File: src/rtl/bls_pkg.sv
package bls_pkg;

  typedef enum logic [1:0] {
    ST_IDLE = 2'd0,
    ST_PREP = 2'd1,
    ST_RUN  = 2'd2
  } ser_state_e;

  // glyph content, computed rather than tabulated
  function automatic logic [7:0] glyph_byte(input int unsigned a);
    return 8'((a * 29 + 83) % 256);
  endfunction

endpackage

File: src/rtl/bls_line_window.sv
module bls_line_window #(
  parameter int LINE_W      = 10,
  parameter int WIN_START   = 118,
  parameter int WIN_ROWS    = 32,
  parameter int FIELD_LINES = 312
) (
  input  logic [LINE_W-1:0] line_idx,
  output logic              in_win
);
  localparam int WIN_END = WIN_START + 2 * WIN_ROWS;

  logic [LINE_W-1:0] folded;

  // fold frame line into field line
  always_comb begin
    if (int'(line_idx) > FIELD_LINES) folded = line_idx - LINE_W'(FIELD_LINES);
    else                              folded = line_idx;
  end

  // strict window bounds
  assign in_win = (int'(folded) > WIN_START) && (int'(folded) < WIN_END);
endmodule

File: src/rtl/bls_row_base.sv
module bls_row_base #(
  parameter int IMG_W_BYTES = 8,
  parameter int IMG_H       = 32,
  parameter int ADDR_W      = 8
) (
  input  logic              clk,
  input  logic              rst_n,
  input  logic              line_start,
  input  logic              in_win,
  output logic [ADDR_W-1:0] base_q
);
  localparam int DEPTH = IMG_H * IMG_W_BYTES;

  logic              phase_q, phase_n;
  logic [ADDR_W-1:0] base_n;
  logic [ADDR_W:0]   sum;

  assign sum = {1'b0, base_q} + (ADDR_W+1)'(IMG_W_BYTES);

  always_comb begin
    base_n  = base_q;
    phase_n = phase_q;
    if (line_start) begin
      if (!in_win) begin
        // out-of-window line restarts the image
        base_n  = '0;
        phase_n = 1'b0;
      end else begin
        // advance only after the second showing of a row
        phase_n = ~phase_q;
        if (phase_q) begin
          // wrap past the image end
          if (int'(sum) >= DEPTH) base_n = '0;
          else                    base_n = sum[ADDR_W-1:0];
        end
      end
    end
  end

  always_ff @(posedge clk or negedge rst_n) begin
    if (!rst_n) begin
      base_q  <= '0;
      phase_q <= 1'b0;
    end else begin
      base_q  <= base_n;
      phase_q <= phase_n;
    end
  end
endmodule

File: src/rtl/bls_rom.sv
module bls_rom #(
  parameter int DEPTH  = 256,
  parameter int ADDR_W = 8
) (
  input  logic              clk,
  input  logic              rst_n,
  input  logic [ADDR_W-1:0] addr,
  output logic [7:0]        data_q
);
  import bls_pkg::*;

  localparam int SLOTS = 1 << ADDR_W;

  logic [7:0] table_w [SLOTS];

  for (genvar i = 0; i < SLOTS; i++) begin : g_slot
    if (i < DEPTH) begin : g_used
      assign table_w[i] = glyph_byte(i);
    end else begin : g_unused
      assign table_w[i] = 8'h00;
    end
  end

  always_ff @(posedge clk or negedge rst_n) begin
    if (!rst_n) data_q <= 8'h00;
    else        data_q <= table_w[addr];
  end
endmodule

File: src/rtl/bls_shifter.sv
module bls_shifter #(
  parameter int IMG_W_BYTES = 8,
  parameter int DEPTH       = 256,
  parameter int ADDR_W      = 8
) (
  input  logic              clk,
  input  logic              rst_n,
  input  logic              line_start,
  input  logic              in_win,
  input  logic              pix_en,
  input  logic [ADDR_W-1:0] base_addr,
  input  logic [7:0]        rom_data,
  output logic [ADDR_W-1:0] rd_addr_q,
  output logic              pix_out_q,
  output logic              pix_act_q
);
  import bls_pkg::*;

  localparam int BC_W = (IMG_W_BYTES > 1) ? $clog2(IMG_W_BYTES) : 1;

  ser_state_e        state_q, state_n;
  logic [ADDR_W-1:0] rd_addr_n, addr_inc;
  logic [7:0]        sh_q, sh_n, cur;
  logic [2:0]        bit_q, bit_n;
  logic [BC_W-1:0]   byte_q, byte_n;
  logic              pix_out_n, pix_act_n;

  // address wrap inside a line
  assign addr_inc = (int'(rd_addr_q) >= DEPTH - 1) ? '0 : rd_addr_q + 1'b1;
  assign cur      = (bit_q == 3'd0) ? rom_data : sh_q;

  always_comb begin
    state_n   = state_q;
    rd_addr_n = rd_addr_q;
    sh_n      = sh_q;
    bit_n     = bit_q;
    byte_n    = byte_q;
    pix_out_n = pix_out_q;
    pix_act_n = pix_act_q;

    if (pix_en) begin
      if (state_q == ST_RUN) begin
        // MSB first, one bit per enable
        pix_out_n = cur[7];
        pix_act_n = 1'b1;
        sh_n      = {cur[6:0], 1'b0};
        bit_n     = bit_q + 3'd1;
        if (bit_q == 3'd0) rd_addr_n = addr_inc;
        if (bit_q == 3'd7) begin
          if (int'(byte_q) == IMG_W_BYTES - 1) state_n = ST_IDLE;
          else                                 byte_n  = byte_q + 1'b1;
        end
      end else begin
        // black outside the drawn bits
        pix_out_n = 1'b0;
        pix_act_n = 1'b0;
      end
    end

    if (line_start) begin
      if (in_win) begin
        state_n   = ST_PREP;
        rd_addr_n = base_addr;
      end else begin
        state_n   = ST_IDLE;
      end
    end else if (state_q == ST_PREP) begin
      state_n = ST_RUN;
      bit_n   = 3'd0;
      byte_n  = '0;
    end
  end

  always_ff @(posedge clk or negedge rst_n) begin
    if (!rst_n) begin
      state_q   <= ST_IDLE;
      rd_addr_q <= '0;
      sh_q      <= 8'h00;
      bit_q     <= 3'd0;
      byte_q    <= '0;
      pix_out_q <= 1'b0;
      pix_act_q <= 1'b0;
    end else begin
      state_q   <= state_n;
      rd_addr_q <= rd_addr_n;
      sh_q      <= sh_n;
      bit_q     <= bit_n;
      byte_q    <= byte_n;
      pix_out_q <= pix_out_n;
      pix_act_q <= pix_act_n;
    end
  end
endmodule

File: src/rtl/bitmap_line_serializer.sv
module bitmap_line_serializer #(
  parameter int LINE_W      = 10,
  parameter int IMG_W_BYTES = 8,
  parameter int IMG_H       = 32,
  parameter int WIN_ROWS    = 32,
  parameter int WIN_START   = 118,
  parameter int FIELD_LINES = 312
) (
  input  logic              clk,
  input  logic              rst_n,
  input  logic              line_start,
  input  logic [LINE_W-1:0] line_idx,
  input  logic              pix_en,
  output logic              pix_out,
  output logic              pix_act
);
  localparam int DEPTH  = IMG_H * IMG_W_BYTES;
  localparam int ADDR_W = (DEPTH > 1) ? $clog2(DEPTH) : 1;

  logic              in_win;
  logic [ADDR_W-1:0] base_addr, rd_addr;
  logic [7:0]        rom_data;

  bls_line_window #(
    .LINE_W(LINE_W), .WIN_START(WIN_START),
    .WIN_ROWS(WIN_ROWS), .FIELD_LINES(FIELD_LINES)
  ) u_window (
    .line_idx(line_idx),
    .in_win  (in_win)
  );

  bls_row_base #(
    .IMG_W_BYTES(IMG_W_BYTES), .IMG_H(IMG_H), .ADDR_W(ADDR_W)
  ) u_row (
    .clk       (clk),
    .rst_n     (rst_n),
    .line_start(line_start),
    .in_win    (in_win),
    .base_q    (base_addr)
  );

  bls_rom #(.DEPTH(DEPTH), .ADDR_W(ADDR_W)) u_rom (
    .clk   (clk),
    .rst_n (rst_n),
    .addr  (rd_addr),
    .data_q(rom_data)
  );

  bls_shifter #(
    .IMG_W_BYTES(IMG_W_BYTES), .DEPTH(DEPTH), .ADDR_W(ADDR_W)
  ) u_shift (
    .clk       (clk),
    .rst_n     (rst_n),
    .line_start(line_start),
    .in_win    (in_win),
    .pix_en    (pix_en),
    .base_addr (base_addr),
    .rom_data  (rom_data),
    .rd_addr_q (rd_addr),
    .pix_out_q (pix_out),
    .pix_act_q (pix_act)
  );
endmodule

File: config.mk
export PLATFORM = sky130hd
export DESIGN_NAME = bitmap_line_serializer
export DESIGN_NICKNAME = d
export VERILOG_FILES = /design/src/rtl/bls_pkg.sv /design/src/rtl/bls_line_window.sv /design/src/rtl/bls_row_base.sv /design/src/rtl/bls_rom.sv /design/src/rtl/bls_shifter.sv /design/src/rtl/bitmap_line_serializer.sv
export SDC_FILE = /design/constraint.sdc
export NUM_CORES = 1
export LEC_CHECK = 0
export BUFFER_PORTS_ARGS = -buffer_cell sky130_fd_sc_hd__buf_2
export CORE_UTILIZATION = 46
export DETAILED_ROUTE_END_ITERATION = 8
export PLACE_DENSITY = 0.71
export SYNTH_ARGS = -nofsm -noshare
export SYNTH_HDL_FRONTEND = slang
export SYNTH_HIERARCHICAL = 1
export SYNTH_SLANG_ARGS = --single-unit
export TNS_END_PERCENT = 50
File: constraint.sdc
create_clock -name clk -period 3.8 [get_ports clk]
set_clock_uncertainty 0.2 [all_clocks]
set_input_delay 0.38 -clock clk [delete_from_list [all_inputs] [get_ports clk]]
set_output_delay 0.38 -clock clk [all_outputs]
set_load 0.01 [all_outputs]
Word level (Yosys, flattened, before mapping):

Memory sizes are Yosys's and may differ from the RTL's. A register that Yosys moved wholly into a read port is not among the register bits.
Cells that the tools add are included.

* register bits: 34
* bits in latches: 0
* RAM bits: 0
* memory bits (read-only): 2048
* memories: 1

Memory list
* (name not given): depth 256, bits a word 8, rd ports 1, clocked after memory_dff 1, write ports 0, RTL line bls_rom.sv:26 `else data_q <= table_w[addr];`

* add/subtract/negate cells: 5
* multipliers: 0
* divide/modulo/power cells: 0
* order comparisons: 5
* equality and inequality tests: 5
* shift operators: 0
* mux-type cells: 31
* bitwise operators: 2
* reductions and logical operators: 10

Operators by type and width (count)
* $mux 8: 10
* $mux 3: 10
* $mux 2: 6
* $reduce_bool 3->1: 4
* $gt 10x7->1 const B: 1
* $gt 10x9->1 const B: 1
* $lt 10x8->1 const B: 1
* $mux 10: 1
* $sub 10x9->10 const B: 1
* $add 8x4->9 const B: 1
* $ge 9x9->1 const B: 1
* $not 8->9: 1
* $add 8x1->8 const B: 1
* $ge 8x8->1 const B: 1
* $add 3x1->3 const B: 2
* $mux 1: 4
* $reduce_and 2->1: 2
* $reduce_and 4->1: 1
* $eq 3x1->1 const B: 1
* $eq 3x3->1 const B: 1
* $logic_not 3->1: 1
* $eq 2x1->1 const B: 1
* $eq 2x2->1 const B: 1
* $ne 2x2->1 const B: 1
* 3 further kinds: 3

Depth between registers and ports, before layout:

* depth after elaboration: 7
* depth in mapped cells: 11

By module:

Netlist, hierarchy kept.

Modules (own cells, without submodules)
* bls_shifter: instances 1, cells an instance 145, area an instance 1295.0 um^2, sequential area each 625.6 um^2
* bls_rom: instances 1, cells an instance 142, area an instance 1116.1 um^2, sequential area each 200.2 um^2
* bls_row_base: instances 1, cells an instance 38, area an instance 345.3 um^2, sequential area each 150.1 um^2
* bls_line_window: instances 1, cells an instance 47, area an instance 327.8 um^2, sequential area each 0.0 um^2

Least setup slack after synthesis:

No wires, ideal clock.

* path type: input-to-reg
* start: input port line_idx[7]
* end: register u_row.base_q[7]
* setup time: 0.070 ns
* arrival: 2.580 ns
* setup slack: 0.950 ns
* cell stages on the path: 9
* path through: clkbuf_2 -> o211a_1 -> a2111oi_2 -> o21ai_0 -> a32oi_1 -> mux2i_1 -> nand2_2 -> or4b_1 -> nand3_1

* cells in the longest elaborated chain, start to end: 6

RTL lines
* start: declaration: RTL line bitmap_line_serializer.sv:12 `input logic [LINE_W-1:0] line_idx,`
* $sub 10x9->10 or $gt 10x9->1 (tied branches): RTL line bls_line_window.sv:16 `if (int'(line_idx) > FIELD_LINES) folded = line_idx - LINE_W'(FIELD_LINES);`
* $mux 10 (*): RTL line bls_line_window.sv:16
* $gt 10x7->1 or $lt 10x8->1 (tied branches): RTL line bls_line_window.sv:21 `assign in_win = (int'(folded) > WIN_START) && (int'(folded) < WIN_END);`
* $logic_and 1x1->1 (*): RTL line bls_line_window.sv:21
* net in_win: RTL line bitmap_line_serializer.sv:20 `logic in_win;`
* $ne 2x2->1 (no line)
* $reduce_and 2->1 (no line)
* end signal: assignment: RTL line bls_row_base.sv:45 `base_q <= base_n;`
* end: declaration: RTL line bls_row_base.sv:10 `output logic [ADDR_W-1:0] base_q`

The timed path passes the listed nets; every way through them passes the cells marked *.
A chain may end at the register's enable or synchronous reset.

Final worst setup path:

* start: input port line_idx[3]
* end: register u_shift.rd_addr_q[5]

* cells in the longest elaborated chain, start to end: 6

RTL lines
* $sub 10x9->10 or $gt 10x9->1 (tied branches): RTL line bls_line_window.sv:16
* $mux 10 (*): RTL line bls_line_window.sv:16
* $gt 10x7->1 or $lt 10x8->1 (tied branches): RTL line bls_line_window.sv:21
* $logic_and 1x1->1 (*): RTL line bls_line_window.sv:21
* net in_win: RTL line bitmap_line_serializer.sv:20
* $mux 8 (*): RTL line bls_shifter.sv:61 `if (in_win) begin`
* $mux 8 (*): RTL line bls_shifter.sv:60 `if (line_start) begin`
* net u_shift.rd_addr_n[5]: RTL line bls_shifter.sv:22 `logic [ADDR_W-1:0] rd_addr_n, addr_inc;`
* end signal: assignment: RTL line bls_shifter.sv:85 `rd_addr_q <= rd_addr_n;`
* end: declaration: RTL line bls_shifter.sv:13 `output logic [ADDR_W-1:0] rd_addr_q,`

Marked as above.

==> metrics.yaml <==
status:
  status: "complete, but fails checks"
  violations: "design-rule violations, negative hold slack"
clock_tree:
  post_cts_resized: 0
  clock_latency_ns: 0.29
  cts_hold_buf: 0
  clkSlewWorstSetupHoldPaths_ns: 0.07
  cts.sinks: 39
  htree_levels: 2
  cts_buffers: 5
  cts_root_buf: "clkbuf_8"
  post_cts_buffers: 0
  clock_path_buffers: 2
  cts_tree: "built"
timing:
  setup_viol: 0
  tightest_slew_ns: 0.862
  rsz0062_at_grt: "false"
  hold_slack_ns: -0.00228
  final_hold_viol_count: 9
  maxSlewHeadroom_pct: 42.4
  timing.final.crit_share_pct: 78.2
  report.final.slew_viol_count: 0
  finalCriticalPeriod_ns: 2.97
  fmax_mhz: 337
  fin_tns_setup_ns: 0
power_and_ir_drop:
  ir_drop_mv: 0.338
  power_w: 0.00227
  p_leak_nw: 1.42
  power_density_nw_per_um2: 690
placed_design:
  hpwl_mm: 4.83
  numPortBuffers: 15
  dp.cells: 445
  gp_congestion: 0.875
setup_path:
  crit_path_max_fanout: 15
  required_ns: 3.74
  critPathKind: "in2reg"
  start_kind: "input port"
  cp.arrival_ns: 2.91
  setup.worst_path.end_class: "flop"
floorplan:
  start_util_pct: 48.0
  coreArea_um2: 6420
  row_count: 29
  dieArea_um2: 7040
  num_io_pins: 16
  fp.dieH_um: 83.9
  fp.dieW_um: 83.9
drt:
  num_vias: 2817
  drt-total-wl_mm: 6.99
  initialDrtViolationCount: 144
  avgViaCountPerCell: 6.22
  post_drt_wl_per_cell_um: 15.4
  drtPass1Iterations: 7
  ant_nets: 0
  drc: 2
yosys:
  ys_types: 69
  synth-edff-count: 0
  synth-main-ff-cell: "dfrtp_1"
  ys_ff_latch: 39
  synth_cells: 372
  synthTopCellsByArea: "dfrtp_1 (32%), ha_1 (6.1%), nand2_1 (4.7%)"
  seq_area_frac_synth_pct: 31.6
  yosysTopAreaCell: "dfrtp_1"
  netlist.area_leader.share_pct: 31.6
  synth_area_um2: 3080
  avgSynthCellArea_um2: 8.29
  yosys_warnings: 6
  synthArstFlopShare_pct: 100
global_route:
  grt_pass1_vias: 2550
  grt_util_all_layers_pct: 20.7
  grt_overflow: 0
  antenna_found_initial: 0
  grt_max_degree: 40
  grt_pass1_wl_mm: 12.0
layout:
  layout-drive-gt1-share_pct: 11.7
  instances_no_fill: 453
  area_growth_pct: 6.98
  nets: 404
  n_fill_cell: 612
  insertedDiodeCount: 0
  final_core_util_pct: 51.4
hold_path:
  hold_class: "in2async"
run:
  cap_violations: 0
-- cells by family after synthesis --
logic type / Yosys count / synth area share (%)
and+or+nand+nor: 143 / 24.7
buffers and inverters: 44 / 6.65
DFF: 39 / 31.6
xor gates and xnor gates: 8 / 2.27
AOI/OAI and AO/OA: 110 / 23.9
adders and majority gates: 15 / 6.09
other: 1 / 0.122
muxes: 12 / 4.71
-- where the power goes --
| group | switching [W] | internal [W] |
|---|---|---|
| logic | 0.000688 | 0.000495 |
| clock network | 0.000140 | 0.000262 |
| registers | 0.000148 | 0.000541 |
-- synth_stat cells (3+ instances only) --
library cell / n
a211oi_1: 6
a21o_1: 5
a21oi_1: 21
a31oi_1: 11
and3_1: 4
buf_2: 12
buf_4: 6
clkbuf_1: 6
dfrtp_1: 39
ha_1: 15
inv_1: 14
mux2i_1: 10
nand2_1: 39
nand2b_1: 7
nand3_1: 14
nand3b_1: 3
nand4_1: 7
nand4b_1: 4
nor2_1: 29
nor2b_1: 9
nor3_1: 6
nor3b_1: 3
o211ai_1: 4
o21ai_0: 25
o21ai_1: 4
o221ai_1: 5
o22ai_1: 3
o31ai_1: 4
xnor2_1: 4
xor2_1: 4
-- cell usage in the layout (no fill, tap or decap), types with 3 or more instances in the layout --
cell and instances:
nand4_1 7, o221ai_1 5, o22ai_1 3, a31oi_1 11, o211ai_1 4, clkbuf_8 5, inv_1 14, nor2b_1 9
xnor2_1 4, nand3b_1 3, nand2_1 39, nand4b_1 4, nor3b_1 3, a21oi_1 21, mux2i_1 10, conb_1 3
nor2_1 29, nand3_1 14, ha_1 15, buf_2 15, o21ai_1 4, nand2b_1 7, dfrtp_1 39, buf_4 6
nor3_1 6, and3_1 4, o31ai_1 4, xor2_1 4, a21o_1 5, o21ai_0 25, a211oi_1 6
-- worst paths after layout --
check	startpoint	end	slack, ns	cells past startpoint
max	line_idx[3]	u_shift/rd_addr_q[5]	0.83	10
min	rst_n	u_row/base_q[5]	-0.002	1
max reg2reg	u_shift/rd_addr_q[0]	u_rom/data_q[7]	1.22	7
min reg2reg	u_rom/data_q[0]	u_shift/sh_q[1]	0.27	2
max in group asynchronous	rst_n	u_shift/sh_q[7]	2.87	1
min in group clk	pix_en	u_shift/pix_out_q	0.13	2
-- layout make-up --
class	instances	area (um2)	area share, %
Tap cell	77	96.3	2.92
Inverter	17	63.8	1.93
Clock inverter	2	60.1	1.82
Multi-Input combinational cell	291	1910	57.9
Timing Repair Buffer	21	120	3.64
Clock buffer	6	72.6	2.20
Sequential cell	39	976	29.6
-- state kept, by name, summed over array words and instances (netlist names) --
signal / count
u_rom/data_q: 8
u_row/base_q: 5
u_shift/bit_q: 3
u_shift/sh_q: 7
u_shift/rd_addr_q: 8
u_shift/state_q: 2
u_shift/pix_act_q: 1
u_shift/pix_out_q: 1
u_shift/byte_q: 3
u_row/phase_q: 1
-- metrics by stage --
step / area, um2 / setup WS, ns
2_1_floorplan: 3090 / 0.950
3_3_place_gp: 3170 / 0.693
3_5_place_dp: 3170 / 0.589
4_1_cts: 3300 / 0.877
5_1_grt: 3300 / 0.544
6_report: 3300 / 0.829
-- critical path, cell delays in order --
cell	delay [ns]
buf_2	0.17
ha_1	0.31
nand2_1	0.16
o21ai_1	0.16
nand4_1	0.11
a32oi_1	0.26
mux2i_1	0.63
nand2_1	0.46
nor2_1	0.21
a31oi_1	0.07
-- layer usage --
metal	wire length, um	part of all wire (%)	global-route usage, %
met5	0	0	0
met4	111	1.6	6.58
met3	339	4.9	2.47
met2	3180	45	33.2
met1	3360	48	29.1
(Power assumes the default switching activity.)
